$ cat config.mk
export PLATFORM = sky130hd
export DESIGN_NAME = level_width_trigger
export DESIGN_NICKNAME = d
export VERILOG_FILES = /design/src/rtl/lwt_pkg.sv /design/src/rtl/lwt_cross_det.sv /design/src/rtl/lwt_width_ctr.sv /design/src/rtl/level_width_trigger.sv
export SDC_FILE = /design/constraint.sdc
export NUM_CORES = 1
export LEC_CHECK = 0
export CELL_PAD_IN_SITES_DETAIL_PLACEMENT = 0
export CELL_PAD_IN_SITES_GLOBAL_PLACEMENT = 1
export CORE_ASPECT_RATIO = 1.25
export CORE_MARGIN = 10
export CORE_UTILIZATION = 35
export DETAILED_ROUTE_END_ITERATION = 8
export PLACE_DENSITY_LB_ADDON = 0.1
export REMOVE_ABC_BUFFERS = 1
export SKIP_LAST_GASP = 1
export SLEW_MARGIN = 40
export SYNTH_ARGS = -nofsm -noshare
export SYNTH_HDL_FRONTEND = slang
export SYNTH_SLANG_ARGS = --single-unit
$ cat constraint.sdc
create_clock -name clk_i -period 5.4 [get_ports clk_i]
set_clock_uncertainty 0.1 [all_clocks]
set_input_delay 1.08 -clock clk_i [delete_from_list [all_inputs] [get_ports clk_i]]
set_output_delay 1.08 -clock clk_i [all_outputs]
set_load 0.01 [all_outputs]
$ cat src/rtl/lwt_pkg.sv
package lwt_pkg;
  typedef enum logic [1:0] {
    MODE_LEVEL = 2'b00,
    MODE_SHORT = 2'b01,
    MODE_LONG  = 2'b10,
    MODE_OFF   = 2'b11
  } trig_mode_e;
endpackage

$ cat src/rtl/lwt_cross_det.sv
module lwt_cross_det #(
  parameter int unsigned SAMPLE_W = 10
) (
  input  logic                clk_i,
  input  logic                rst_ni,
  input  logic [SAMPLE_W-1:0] sample_i,
  input  logic [SAMPLE_W-1:0] thresh_i,
  input  logic                valid_i,
  input  logic                rising_i,
  output logic                lead_o,
  output logic                trail_o
);
  logic high_now, high_q, hist_q, up, dn;

  assign high_now = (sample_i >= thresh_i);

  always_ff @(posedge clk_i or negedge rst_ni) begin
    if (!rst_ni) begin
      high_q <= 1'b0;
      hist_q <= 1'b0;
    end else if (valid_i) begin
      high_q <= high_now;
      hist_q <= 1'b1;
    end
  end

  // a crossing needs a previous valid sample
  assign up = valid_i & hist_q & ~high_q &  high_now;
  assign dn = valid_i & hist_q &  high_q & ~high_now;

  assign lead_o  = rising_i ? up : dn;
  assign trail_o = rising_i ? dn : up;

  AST_LEVEL_HOLDS_IDLE: assert property (@(posedge clk_i) disable iff (!rst_ni)
    !valid_i |=> $stable(high_q));
endmodule

$ cat src/rtl/lwt_width_ctr.sv
module lwt_width_ctr #(
  parameter int unsigned CNT_W = 8
) (
  input  logic             clk_i,
  input  logic             rst_ni,
  input  logic             valid_i,
  input  logic             lead_i,
  input  logic             trail_i,
  output logic             done_o,
  output logic [CNT_W-1:0] width_o
);
  localparam logic [CNT_W-1:0] CNT_MAX = '1;
  localparam logic [CNT_W-1:0] CNT_ONE = CNT_W'(1);

  logic             active_q;
  logic [CNT_W-1:0] cnt_q;

  always_ff @(posedge clk_i or negedge rst_ni) begin
    if (!rst_ni) begin
      active_q <= 1'b0;
      cnt_q    <= '0;
    end else if (lead_i) begin
      active_q <= 1'b1;
      cnt_q    <= CNT_ONE;
    end else if (trail_i && active_q) begin
      active_q <= 1'b0;
    end else if (valid_i && active_q && cnt_q != CNT_MAX) begin
      cnt_q <= cnt_q + CNT_ONE;
    end
  end

  assign done_o  = trail_i & active_q;
  assign width_o = cnt_q;

  AST_CNT_STARTS_AT_ONE: assert property (@(posedge clk_i) disable iff (!rst_ni)
    lead_i |=> (active_q && cnt_q == CNT_ONE));
  AST_CNT_SATURATES: assert property (@(posedge clk_i) disable iff (!rst_ni)
    (active_q && valid_i && !lead_i && !trail_i && cnt_q == CNT_MAX) |=> cnt_q == CNT_MAX);
endmodule

$ cat src/rtl/level_width_trigger.sv
module level_width_trigger
  import lwt_pkg::*;
#(
  parameter int unsigned SAMPLE_W = 10,
  parameter int unsigned CNT_W    = 8
) (
  input  logic                clk_i,
  input  logic                rst_ni,
  input  logic [SAMPLE_W-1:0] ch0_i,
  input  logic [SAMPLE_W-1:0] ch1_i,
  input  logic                valid_i,
  input  logic [SAMPLE_W-1:0] thresh_i,
  input  logic                rising_i,
  input  logic [1:0]          src_sel_i,
  input  logic [1:0]          mode_i,
  input  logic [CNT_W-1:0]    width_ref_i,
  output logic                trig_o
);
  logic [SAMPLE_W-1:0] sample;
  logic                src_ok, lead, trail, done, trig_d, trig_q;
  logic [CNT_W-1:0]    width;

  assign sample = src_sel_i[0] ? ch1_i : ch0_i;
  assign src_ok = ~src_sel_i[1];

  lwt_cross_det #(.SAMPLE_W(SAMPLE_W)) u_cross (
    .clk_i    (clk_i),
    .rst_ni   (rst_ni),
    .sample_i (sample),
    .thresh_i (thresh_i),
    .valid_i  (valid_i),
    .rising_i (rising_i),
    .lead_o   (lead),
    .trail_o  (trail)
  );

  lwt_width_ctr #(.CNT_W(CNT_W)) u_width (
    .clk_i   (clk_i),
    .rst_ni  (rst_ni),
    .valid_i (valid_i),
    .lead_i  (lead),
    .trail_i (trail),
    .done_o  (done),
    .width_o (width)
  );

  always_comb begin
    case (trig_mode_e'(mode_i))
      MODE_LEVEL: trig_d = lead;
      MODE_SHORT: trig_d = done & (width <  width_ref_i);
      MODE_LONG:  trig_d = done & (width >= width_ref_i);
      default:    trig_d = 1'b0;
    endcase
    trig_d = trig_d & src_ok & valid_i;
  end

  always_ff @(posedge clk_i or negedge rst_ni) begin
    if (!rst_ni) trig_q <= 1'b0;
    else         trig_q <= trig_d;
  end

  assign trig_o = trig_q;

  AST_TRIG_NEEDS_VALID: assert property (@(posedge clk_i) disable iff (!rst_ni)
    trig_o |-> $past(valid_i));
  AST_OFF_MODE_QUIET: assert property (@(posedge clk_i) disable iff (!rst_ni)
    (mode_i == 2'b11) |=> !trig_o);
  AST_NO_SOURCE_QUIET: assert property (@(posedge clk_i) disable iff (!rst_ni)
    src_sel_i[1] |=> !trig_o);
  AST_LEVEL_NEEDS_CROSS: assert property (@(posedge clk_i) disable iff (!rst_ni)
    (mode_i == 2'b00 && !lead) |=> !trig_o);
endmodule

---- Word-level counts from Yosys, hierarchy flattened ----
Cells that the tools add are included.
operators by class
  $add $sub $neg .......................... 1
  $lt $le $gt $ge ......................... 3
  equality and inequality tests ........... 4
  muxes and demuxes ....................... 9
  bitwise operators ....................... 13
  reduce and logical (&&, ||, !) cells .... 7
operator list
  kind                 count
  $mux 8               3
  $and 1x1->1          10
  $ge 10x10->1         1
  $mux 10              1
  $add 8x1->8 const B  1
  $ge 8x8->1           1
  $lt 8x8->1           1
  $ne 8x8->1 const B   1
  $mux 1               4
  $reduce_bool 2->1    2
  $logic_and 1x1->1    3
  $not 1->1            3
  $pmux 1 s3           1
  $eq 2x1->1 const B   1
  $eq 2x2->1 const B   1
  $logic_not 2->1      1
  $ne 2x2->1 const B   1
  $reduce_and 2->1     1
storage, ports and cells
  register bits ........................... 12
  output and inout port bits .............. 1
  logic and storage cells ................. 42

---- Depth between registers and ports, before layout ----
Gate-level depths: netlist of run 1.
  word-level depth ........................ 10
  depth in mapped cells ................... 12

---- Cells and area by module ----
Synthesis of run 1 repeated with hierarchy kept, for this count alone.
second synthesis, totals
  cells, all modules ...................... 147
  area, all modules ....................... 1407.6 µm²
modules (own cells, without submodules)
  module               instances  cells an instance  area an instance (µm²)  sequential area each (µm²)
  lwt_width_ctr        1          51                 581.8                   225.2
  level_width_trigger  1          52                 441.7                   25.0
  lwt_cross_det        1          44                 384.1                   50.0

---- Worst setup path after synthesis of run 1 ----
OpenSTA, ideal clock, no wires.
  kind .................................... input port to flip-flop
  start ................................... in src_sel_i[0]
  end ..................................... reg trig_q, in the netlist trig_o
  setup time .............................. 0.073 ns
  arrival ................................. 3.554 ns
  path slack .............................. 1.673 ns
  stages on the path ...................... 11
  buffers on the path ..................... 2
  cell sequence ........................... clkbuf_1 > mux2_2 > ha_1 > a211o_1 > a21oi_2 > o41ai_2 > or2_1 > buf_6 > o21a_1 > or3_1 > a21oi_2
on the way
  longest elaborated chain between the ends .. 10
  elaborated cells between the ends (all ways) .. 13
  those cells by class .................... order compare: 1; mux: 4; bitwise: 8
RTL lines
  item                            RTL line                                              text
  start: declaration              level_width_trigger.sv:14                             input logic [1:0] src_sel_i,
  $mux 10 *                       level_width_trigger.sv:23                             assign sample = src_sel_i[0] ? ch1_i : ch0_i;
  $ge 10x10->1 *                  lwt_cross_det.sv:15                                   assign high_now = (sample_i >= thresh_i);
  $not 1->1                       lwt_cross_det.sv:29                                   assign dn = valid_i & hist_q & high_q & ~high_now;
  $and 1x1->1                     lwt_cross_det.sv:29
  $mux 1                          lwt_cross_det.sv:32                                   assign trail_o = rising_i ? dn : up;
  $and 1x1->1                     lwt_width_ctr.sv:32                                   assign done_o = trail_i & active_q;
  $and 1x1->1 (on tied branches)  level_width_trigger.sv:51, level_width_trigger.sv:50
  $pmux 1 s3 *                    level_width_trigger.sv:48                             case (trig_mode_e'(mode_i))
  $and 1x1->1 * (2 in a row)      level_width_trigger.sv:54                             trig_d = trig_d & src_ok & valid_i;
  via trig_d                      level_width_trigger.sv:20                             logic src_ok, lead, trail, done, trig_d, trig_q;
  end signal: assignment          level_width_trigger.sv:59                             else trig_q <= trig_d;
  end: declaration                level_width_trigger.sv:20
Mark *: on every way through the listed nets, which the timed path passes. The rest lies on a longest branch.
A chain may end at the register's enable or synchronous reset.

---- Worst setup path in the final report of run 1 ----
  start ................................... in src_sel_i[0]
  end ..................................... reg u_width.cnt_q[5], in the netlist u_width.width_o[5]
on the way
  longest elaborated chain between the ends .. 8
  elaborated cells between the ends (all ways) .. 12
  those cells by class .................... order compare: 1; eq/ne: 1; mux: 4; bitwise: 3; reduce/logical: 3
RTL lines
  item                        RTL line                   text
  $mux 10 *                   level_width_trigger.sv:23
  $ge 10x10->1 *              lwt_cross_det.sv:15
  $not 1->1                   lwt_cross_det.sv:29
  $and 1x1->1                 lwt_cross_det.sv:29
  $mux 1                      lwt_cross_det.sv:32
  $logic_and 1x1->1           lwt_width_ctr.sv:25        end else if (trail_i && active_q) begin
  $ne 2x2->1 (no line)        -
  $reduce_and 2->1 (no line)  -
  end signal: assignment      lwt_width_ctr.sv:28        cnt_q <= cnt_q + CNT_ONE;
  end: declaration            lwt_width_ctr.sv:16        logic [CNT_W-1:0] cnt_q;
Every way passes the cells marked *; elsewhere a longest branch is shown, timed or not.

==> out/metrics.yaml, run 1 <==
outcome:
  status: "finished, final reports clean"
routing:
  drt_pass1_iterations: 4
  routedWlPerCell_um: 14.9
  vias: 1196
  antenna_left: 0
  drc_errors: 0
  initialDrtViolationCount: 22
  drt-total-wl_mm: 3.44
  vias_per_cell: 5.20
finish:
  stdcell_count: 230
  multi_input_area_um2: 873
  syn_to_final_growth_pct: 42.5
  diodes: 0
  layout-drive-gt1-share: 0.105
  seq_area_um2: 300
  nNetsFinal: 260
  n_fill_cell: 363
yosys:
  synthCells: 144
  synth-seq-area-share: 0.236
  ys_warn_count: 0
  synthArstFlopShare: 1.00
  synth_area_um2: 1270
  synth_ff_type: "dfrtp_1"
  synth_cell_types: 35
  synth_edf_count: 0
  ys_ff_latch: 12
  avgSynthCellArea_um2: 8.85
setup_path:
  cp-end-kind: "register"
  crit_arrival_ns: 4.20
  path_buf_inv: 1
  crit_path_start_kind: "input pin"
  path_cells: "clkdlybuf4s50_1 > mux2_2 > ha_1 > nand4_1 > o41ai_2 > or2_1 > o211ai_4 > or4_1 > a21oi_1"
  crit_slowest_cell: "clkdlybuf4s50_1"
  cpPeakStageDelay_ns: 0.74
  cp_top_family: "simple AND/OR/NAND/NOR gates"
  critPathKind: "input pin to register"
  critPathMaxFanout: 15
  critPathRequiredTime_ns: 5.47
cts:
  ctsLongestPathBuffers: 2
  cts_setup_buffers: 0
  cts.sinks: 12
  cts_root_buffer: "clkbuf_8"
  clkTransAtPathRegs_ns: 0.06
  cts_tree: "done"
  h-tree-depth: 1
  numCtsBuffers: 3
  cts_resized: 0
  insertion_delay_ns: 0.24
  cts_hold_buf: 0
floorplan:
  die_x_um: 74.0
  rows: 24
  initial_core_util: 0.363
  ioPinCount: 47
  coreArea_um2: 3510
  die_h_um: 87.5
  die-area_um2: 6470
place:
  pre_cts_ws_ns: 1.02
  dp_hpwl_mm: 2.99
  place_congestion: 0.780
  dp.cells: 226
  port_buffers: 46
grt:
  grt_use_total: 0.107
  antenna_found_initial: 0
  grt_pass1_vias: 1303
  overflow: 0
  grt_pass1_wl_mm: 5.73
  grt_max_degree: 16
sta:
  hold_violations: 0
  maxSlewHeadroom: 0.622
  fin_setup_tns_ns: 0
  setup_violations: 0
  final.period_utilization: 0.764
  drv_slew: 0
  tightest_slew_ns: 0.552
  max_freq_mhz: 242
  rsz0062_at_grt: "no"
  fin_crit_ns: 4.12
  setup_slack_ns: 1.28
pwr:
  intPower_uw: 258
  ir_worst_vdd_mv: 0.229
  p_per_area_nw_per_um2: 214
  power_frac_seq: 0.333
  clkPwrFrac: 0.254
  sw_frac_of_total: 0.336
  p_sw_uw: 130
  power_frac_comb: 0.413
  p_leak_nw: 0.840
min_path:
  hp-class: "register to register"
run:
  cap_violations: 0
worst register-to-register path, stage by stage (launching register included):
cell	delay, ns
dfrtp_1	0.43
ha_1	0.33
a21o_1	0.17
a21oi_1	0.14
a21oi_1	0.09
a2111oi_0	0.51
mux2i_1	0.16
or3_1	0.35
a21oi_2	0.12
state kept, by name, indices dropped and copies added (netlist names):
register / count
u_cross.high_q: 1
u_cross.hist_q: 1
u_width.active_q: 1
u_width.width_o: 8
trig_o: 1
cells in the mapped netlist (all sizes together), types with 2 or more instances:
library cell | instances | share of area
nor3b | 2 | 0.012
mux2i | 3 | 0.024
inv | 21 | 0.062
nor2 | 3 | 0.0088
nand2 | 13 | 0.038
mux2 | 11 | 0.097
o21a | 4 | 0.024
ha | 22 | 0.22
nand3 | 4 | 0.016
dfrtp | 12 | 0.24
nand4 | 5 | 0.025
or3 | 4 | 0.020
or2 | 2 | 0.0098
buf | 2 | 0.015
or4 | 2 | 0.012
o31ai | 2 | 0.012
o21ai | 6 | 0.024
a21oi | 13 | 0.057
power by group through the flow:
| stage | logic [mW] | clock network, mW | registers, mW |
|---|---|---|---|
| after detailed placement | 0.162 | 0 | 0.131 |
| after global routing | 0.186 | 0.106 | 0.132 |
| after CTS | 0.164 | 0.0996 | 0.130 |
| after floorplan | 0.104 | 0 | 0.125 |
| final | 0.161 | 0.0986 | 0.129 |
| after global placement | 0.157 | 0 | 0.131 |
layout make-up:
| type | instances | share of cell area |
|---|---|---|
| Inverter | 21 | 0.0434 |
| Clock buffer | 4 | 0.0303 |
| Tap cell | 39 | 0.0269 |
| Sequential cell | 12 | 0.165 |
| Multi-Input combinational cell | 108 | 0.481 |
| Timing Repair Buffer | 46 | 0.253 |
worst paths after layout:
check / startpoint / endpoint / slack, ns / cells past startpoint
setup / recovery: src_sel_i[0] / u_width.width_o[5]$_DFFE_PN0P_ / 1.28 / 9
hold / removal: u_cross.hist_q$_DFFE_PN0P_ / u_cross.hist_q$_DFFE_PN0P_ / 0.39 / 1
setup reg to reg: u_width.width_o[2]$_DFFE_PN0P_ / trig_o$_DFF_PN0_ / 2.94 / 8
hold reg to reg: u_cross.hist_q$_DFFE_PN0P_ / u_cross.hist_q$_DFFE_PN0P_ / 0.39 / 1
max in group asynchronous: rst_ni / u_width.width_o[2]$_DFFE_PN0P_ / 3.73 / 1
min in group asynchronous: rst_ni / u_width.width_o[1]$_DFFE_PN0P_ / 1.10 / 1
kinds of logic (layout without fill, tap and decap cells):
logic type / Yosys count / count (layout) / share of synthesized area
adders and majority gates: 22 / 22 / 0.216
and+or+nand+nor: 39 / 39 / 0.162
AOI/OAI and AO/OA: 32 / 32 / 0.180
buffers and inverters: 24 / 71 / 0.0795
DFF: 12 / 12 / 0.236
xor gates and xnor gates: 1 / 1 / 0.00687
muxes: 14 / 14 / 0.121
cells in the final DEF, fill, tap and decap left out, types with 2 or more instances in the layout:
| master | count |
|---|---|
| mux2_2 | 11 |
| nor3b_1 | 2 |
| o21ai_0 | 4 |
| a21oi_1 | 11 |
| a21oi_2 | 2 |
| nand4_1 | 5 |
| clkbuf_8 | 4 |
| inv_1 | 21 |
| o21a_1 | 4 |
| or4_1 | 2 |
| or3_1 | 4 |
| ha_1 | 22 |
| nand3_1 | 4 |
| nor2_1 | 3 |
| mux2i_1 | 3 |
| clkdlybuf4s50_1 | 46 |
| dfrtp_1 | 12 |
| o21ai_1 | 2 |
| o31ai_1 | 2 |
| nand2_1 | 13 |
stage by stage:
| step | cell area [µm²] | utilization | total power, mW | hold slack (ns) |
|---|---|---|---|---|
| global placement | 1760 | 0.501 | 0.289 | 0.377 |
| CTS | 1820 | 0.517 | 0.393 | 0.392 |
| detailed placement | 1760 | 0.501 | 0.294 | 0.376 |
| global route | 1820 | 0.517 | 0.423 | 0.432 |
| finish | 1820 | 0.517 | 0.389 | 0.389 |
| floorplan | 1250 | - | 0.228 | 0.361 |
per-layer routing:
| layer | wire length (µm) | part of all wire | vias up | global-route usage |
|---|---|---|---|---|
| met4 | 21 | 0.0061 | 0 | 0.0204 |
| li1 | - | - | 612 | - |
| met3 | 274 | 0.080 | 6 | 0.0308 |
| met2 | 1840 | 0.53 | 35 | 0.203 |
| met5 | 0 | 0 | - | 0 |
| met1 | 1300 | 0.38 | 543 | 0.112 |
Power figures use the tool's default switching activity.
==> inputs of run 2 (changes only) <==
--- a/config.mk
+++ b/config.mk
@@ -9,7 +9,7 @@
 export CELL_PAD_IN_SITES_GLOBAL_PLACEMENT = 1
 export CORE_ASPECT_RATIO = 1.25
 export CORE_MARGIN = 10
-export CORE_UTILIZATION = 35
+export CORE_UTILIZATION = 29
 export DETAILED_ROUTE_END_ITERATION = 8
 export PLACE_DENSITY_LB_ADDON = 0.1
 export REMOVE_ABC_BUFFERS = 1
==> constraint.sdc (replaced) <==
create_clock -name clk_i -period 3.4 [get_ports clk_i]
set_clock_uncertainty 0.1 [all_clocks]
set_input_delay 0.68 -clock clk_i [delete_from_list [all_inputs] [get_ports clk_i]]
set_output_delay 0.68 -clock clk_i [all_outputs]
set_load 0.01 [all_outputs]
==> out/metrics.yaml, run 2 (synthesized netlist as in run 1, its figures left out) <==
grt:
  overflow: 0  # unchanged
  antenna_found_initial: 0  # unchanged
  grt_use_total: 0.0944  # was 0.107
  grt_pass1_vias: 1270  # was 1303
  grt_max_degree: 13  # was 16
  grt_pass1_wl_mm: 5.74  # was 5.73 mm
place:
  dp.cells: 249  # was 226
  place_congestion: 0.780  # about the same
  placed_area_um2: 1830  # was 1760 µm²
  dp_hpwl_mm: 3.06  # was 2.99 mm
  port_buffers: 46  # unchanged
run:
  cap_violations: 0  # unchanged
sta:
  final.period_utilization: 0.937
  max_freq_mhz: 314
  rsz0062_at_grt: "no"  # unchanged
  drv_slew: 0  # unchanged
  tightest_slew_ns: 0.554  # was 0.552 ns
  hold_violations: 0  # unchanged
  maxSlewHeadroom: 0.629  # was 0.622
  fin_crit_ns: 3.19
  setup_violations: 0  # unchanged
setup_path:
  critPathRequiredTime_ns: 3.46  # was 5.47 ns
  cp-end-kind: "register"  # unchanged
  crit_arrival_ns: 3.25  # was 4.20 ns
  crit_path_start_kind: "input pin"  # unchanged
  critPathMaxFanout: 9  # was 15
  critPathKind: "input pin to register"  # unchanged
finish:
  diodes: 0  # unchanged
  layout-drive-gt1-share: 0.132  # was 0.105
  layout_common_cells: "clkdlybuf4s50_1, ha_1, inv_1, nand2_1, dfrtp_1"  # unchanged
  final_common_cell: "clkdlybuf4s50_1"  # unchanged
  nNetsFinal: 266  # was 260
  syn_to_final_growth_pct: 47.6  # was 42.5%
  largest_reg_flops: 8  # unchanged
  final_cell_area_um2: 1880  # was 1820 µm²
  stdcell_count: 253  # was 230
cts:
  ctsLongestPathBuffers: 2  # unchanged
  cts_setup_buffers: 0  # unchanged
  h-tree-depth: 1  # unchanged
  clkTransAtPathRegs_ns: 0.05  # was 0.06 ns
  cts_tree: "done"  # unchanged
  cts_root_buffer: "clkbuf_8"  # unchanged
  numCtsBuffers: 3  # unchanged
  cts.sinks: 12  # unchanged
  insertion_delay_ns: 0.24  # about the same
routing:
  drt-total-wl_mm: 3.49  # was 3.44 mm
  drc_errors: 0  # unchanged
  drt_pass1_iterations: 4  # unchanged
  vias_per_cell: 4.81  # was 5.20
  antenna_left: 0  # unchanged
  vias: 1217  # was 1196
  initialDrtViolationCount: 14  # was 22
  routedWlPerCell_um: 13.8  # was 14.9 µm
pwr:
  power_frac_seq: 0.328  # was 0.333
  intPower_uw: 423  # was 258 µW
  p_sw_uw: 207  # was 130 µW
  ir_worst_vdd_mv: 0.286  # was 0.229 mV
  clkPwrFrac: 0.240  # was 0.254
  sw_frac_of_total: 0.329  # was 0.336
  p_total_uw: 631  # was 389 µW
  power_frac_comb: 0.432  # was 0.413
  p_per_area_nw_per_um2: 335  # was 214 nW/µm²
  p_leak_nw: 0.869  # was 0.840 nW
outcome:
  status: "finished, final reports clean"  # unchanged
floorplan:
  die_x_um: 79.3  # was 74.0 µm
  initial_core_util: 0.306  # was 0.363
  rows: 26  # was 24
  die-area_um2: 7460  # was 6470 µm²
  coreArea_um2: 4160  # was 3510 µm²
  die_h_um: 94.1  # was 87.5 µm
  ioPinCount: 47  # unchanged
min_path:
  hp-class: "register to register"  # unchanged
==> run 2: changes by cell type in the layout (fill, tap and decap cells not counted), sizes merged <==
cell / previous run / this run
clkdlybuf4s50: 46 / 45
dlygate4sd2: 0 / 1
buf: 0 / 6
==> run 2: layout make-up <==
type | count | area, µm²
fill | 422 | 2280
multi-input combinational | 108 | 873
timing repair buffer | 52 | 504
sequential | 12 | 300
inverter | 21 | 78.8
tap | 56 | 70.1
clock buffer | 4 | 55.1
==> run 2: repair_timing <==
| item | in CTS | in global routing |
|---|---|---|
| setup endpoints to repair | 4 | 0 |
| hold buffers | 0 | 0 |
| resized for setup | 1 | 0 |
==> run 2: worst paths after layout <==
kind,slack (ns),end,depth (start not counted),from
max,0.21,u_width.width_o[5]$_DFFE_PN0P_,10,src_sel_i[0]
min,0.39,u_cross.hist_q$_DFFE_PN0P_,1,u_cross.hist_q$_DFFE_PN0P_
max reg2reg,0.98,trig_o$_DFF_PN0_,8,u_width.width_o[2]$_DFFE_PN0P_
min reg2reg,0.39,u_cross.hist_q$_DFFE_PN0P_,1,u_cross.hist_q$_DFFE_PN0P_
max in group asynchronous,2.13,u_cross.high_q$_DFFE_PN0P_,1,rst_ni
min in group asynchronous,0.70,u_width.width_o[3]$_DFFE_PN0P_,1,rst_ni
==> run 2: power groups by stage <==
stage	logic [mW]	registers (mW)	clock network (mW)
global placement	0.266	0.208	0
global route	0.312	0.212	0.168
finish	0.273	0.207	0.151
CTS	0.277	0.207	0.159
detailed placement	0.275	0.210	0
floorplan	0.164	0.198	0
==> run 2: critical path, stage by stage <==
cell,delay [ns]
dlygate4sd2_1,0.30
buf_4,0.19
mux2_2,0.34
ha_1,0.29
nand2_1,0.08
o41ai_2,0.34
or2_1,0.23
o211ai_4,0.15
or4_1,0.49
a21oi_1,0.16
==> run 2: stage by stage <==
step / hold slack, ns / worst slack [ns] / utilization / setup TNS (ns)
3_3_place_gp: 0.377 / -0.245 / 0.439 / -1.87
5_1_grt: 0.411 / 0.0456 / 0.452 / 0
3_5_place_dp: 0.378 / -0.309 / 0.439 / -2.21
6_report: 0.389 / 0.213 / 0.452 / 0
2_1_floorplan: 0.284 / 0.429 / - / 0
4_1_cts: 0.391 / 0.207 / 0.452 / 0
==> run 2: layer usage <==
metal | GRT usage | vias to the layer above | part of all wire
met1 | 0.103 | 551 | 0.45
met4 | 0.0269 | 0 | 0.0049
li1 | - | 626 | -
met3 | 0.0134 | 2 | 0.028
met5 | 0 | - | 0
met2 | 0.181 | 38 | 0.51
==> inputs of run 3 (changes only) <==
--- a/config.mk
+++ b/config.mk
@@ -12,6 +12,7 @@
 export CORE_UTILIZATION = 29
 export DETAILED_ROUTE_END_ITERATION = 8
 export PLACE_DENSITY_LB_ADDON = 0.1
+export RECOVER_POWER = 100
 export REMOVE_ABC_BUFFERS = 1
 export SKIP_LAST_GASP = 1
 export SLEW_MARGIN = 40
==> constraint.sdc (replaced) <==
create_clock -name clk_i -period 3.4 [get_ports clk_i]
set_clock_uncertainty 0.1 [all_clocks]
set_input_delay 0.68 -clock clk_i [delete_from_list [all_inputs] [get_ports clk_i]]
set_output_delay 0.68 -clock clk_i [all_outputs]
set_load 0.1 [all_outputs]
==> out/metrics.yaml, run 3 (synthesized netlist as in run 1, its figures left out) <==
outcome:
  status: "finished, final reports clean"  # unchanged
grt:
  antenna_found_initial: 0  # unchanged
  grt_pass1_wl_mm: 6.02  # was 5.74 mm
  grt_max_degree: 13  # unchanged
  grt_pass1_vias: 1311  # was 1270
  grt_use_total: 0.0983  # was 0.0944
  overflow: 0  # unchanged
setup_path:
  r2r_slack_ns: 0.97  # was 0.98 ns
  critPathRequiredTime_ns: 3.45  # was 3.46 ns
  crit_arrival_ns: 3.31  # was 3.25 ns
  r2r_end: "trig_o$_DFF_PN0_"  # unchanged
  crit_path_start_kind: "input pin"  # unchanged
  critPathKind: "input pin to register"  # unchanged
  reg2reg_from: "u_width.width_o[2]$_DFFE_PN0P_"  # unchanged
  cp-end-kind: "register"  # unchanged
  reg2regPathDepth: 8  # unchanged
  critPathMaxFanout: 9  # unchanged
floorplan:
  ioPinCount: 47  # unchanged
  die_h_um: 94.1  # unchanged
  die-area_um2: 7460  # unchanged
  coreArea_um2: 4160  # unchanged
  die_x_um: 79.3  # unchanged
  initial_core_util: 0.306  # unchanged
  rows: 26  # unchanged
pwr:
  p_total_uw: 603  # was 631 µW
  p_leak_nw: 0.859  # was 0.869 nW
  ir_worst_vdd_mv: 0.278  # was 0.286 mV
  p_per_area_nw_per_um2: 324  # was 335 nW/µm²
place:
  port_buffers: 46  # unchanged
  place_congestion: 0.782  # was 0.780
  dp.cells: 249  # unchanged
  dp_hpwl_mm: 3.12  # was 3.06 mm
sta:
  hold_violations: 0  # unchanged
  max_freq_mhz: 307  # was 314 MHz
  fin_setup_tns_ns: 0  # unchanged
  setup_violations: 0  # unchanged
  final.period_utilization: 0.959  # was 0.937
  maxSlewHeadroom: 0.193  # was 0.629
  fin_crit_ns: 3.26  # was 3.19 ns
  drv_slew: 0  # unchanged
  rsz0062_at_grt: "no"  # unchanged
  tightest_slew_ns: 1.22  # was 0.554 ns
run:
  cap_violations: 0  # unchanged
routing:
  initialDrtViolationCount: 18  # was 14
  vias_per_cell: 4.95  # was 4.81
  drt_pass1_iterations: 4  # unchanged
  antenna_left: 0  # unchanged
  vias: 1247  # was 1217
  drc_errors: 0  # unchanged
  drt-total-wl_mm: 3.60  # was 3.49 mm
  routedWlPerCell_um: 14.3  # was 13.8 µm
finish:
  largest_reg_flops: 8  # unchanged
  syn_to_final_growth_pct: 46.0  # was 47.6%
  nNetsFinal: 266  # unchanged
  diodes: 0  # unchanged
  layout-drive-gt1-share: 0.128  # was 0.132
  stdcell_count: 252  # was 253
  utilization: 0.447  # was 0.452
  final_common_cell: "clkdlybuf4s50_1"  # unchanged
  layout_common_cells: "clkdlybuf4s50_1, ha_1, inv_1, nand2_1, dfrtp_1"  # unchanged
cts:
  h-tree-depth: 1  # unchanged
  cts_root_buffer: "clkbuf_8"  # unchanged
  numCtsBuffers: 3  # unchanged
  insertion_delay_ns: 0.24  # about the same
  cts.sinks: 12  # unchanged
  cts_tree: "done"  # unchanged
  clkTransAtPathRegs_ns: 0.05  # about the same
  ctsLongestPathBuffers: 2  # unchanged
min_path:
  whs_endpoint: "u_cross.hist_q$_DFFE_PN0P_"  # unchanged
  holdPathStages: 1  # unchanged
  min-delay-start: "u_cross.hist_q$_DFFE_PN0P_"  # unchanged
  hp-class: "register to register"  # unchanged
## run 3: cell count changes in the layout (fill, tap and decap cells not counted), sizes merged
cell           delta
clkdlybuf4s50     -3
dlygate4sd3       +2
buf               -2
clkbuf            +2
## run 3: final cells by class
type / count / area [µm²]
clock buffer: 3 / 41.3
fill: 445 / 2300
inverter: 21 / 78.8
multi-input combinational: 108 / 880
sequential: 12 / 300
tap: 56 / 70.1
timing repair buffer: 52 / 492
## run 3: critical path, cell delays in order
cell,delay (ns)
dlygate4sd2_1,0.31
buf_4,0.20
mux2_2,0.34
ha_1,0.29
nand2_1,0.08
o41ai_2,0.40
or2_4,0.22
o211ai_4,0.12
or4_1,0.50
a21oi_1,0.18
## run 3: worst max-delay path by stage
stage | from | endpoint | slack [ns]
after floorplan | src_sel_i[0] | u_width.width_o[5]$_DFFE_PN0P_ | 0.43
after global placement | src_sel_i[0] | u_width.width_o[7]$_DFFE_PN0P_ | -0.24
after detailed placement | src_sel_i[0] | u_width.width_o[5]$_DFFE_PN0P_ | -0.32
after CTS | src_sel_i[0] | u_width.width_o[7]$_DFFE_PN0P_ | 0.18
after global routing | src_sel_i[0] | u_width.width_o[7]$_DFFE_PN0P_ | 0.03
final | src_sel_i[0] | u_width.width_o[5]$_DFFE_PN0P_ | 0.14
## run 3: repair_timing
item                       CTS  global route
setup endpoints to repair    4             1
hold buffers                 0             0
hold endpoints to repair     0             0
pin swaps                    1             0
gates resized for setup      1             2
buffers inserted             0             0
## run 3: per-stage QoR
step,hold slack [ns],area (µm²),setup slack [ns]
floorplan,0.284,1250,0.429
global placement,0.377,1830,-0.242
detailed placement,0.376,1830,-0.321
CTS,0.389,1870,0.181
global route,0.413,1860,0.0286
finish,0.388,1860,0.139
## run 3: per-layer routing
metal	share of wire	track usage	up-vias
li1	-	-	623
met1	0.45	0.110	575
met2	0.50	0.185	45
met3	0.034	0.0144	4
met4	0.0072	0.0269	0
met5	0	0	-
## run 3: power breakdown
part,leakage (nW),switching (mW),internal (mW),total (mW)
combinational,0.684,0.124,0.146,0.270
clock,0.0216,0.0478,0.0777,0.125
sequential,0.153,0.0355,0.172,0.208
total,0.859,0.207,0.396,0.603
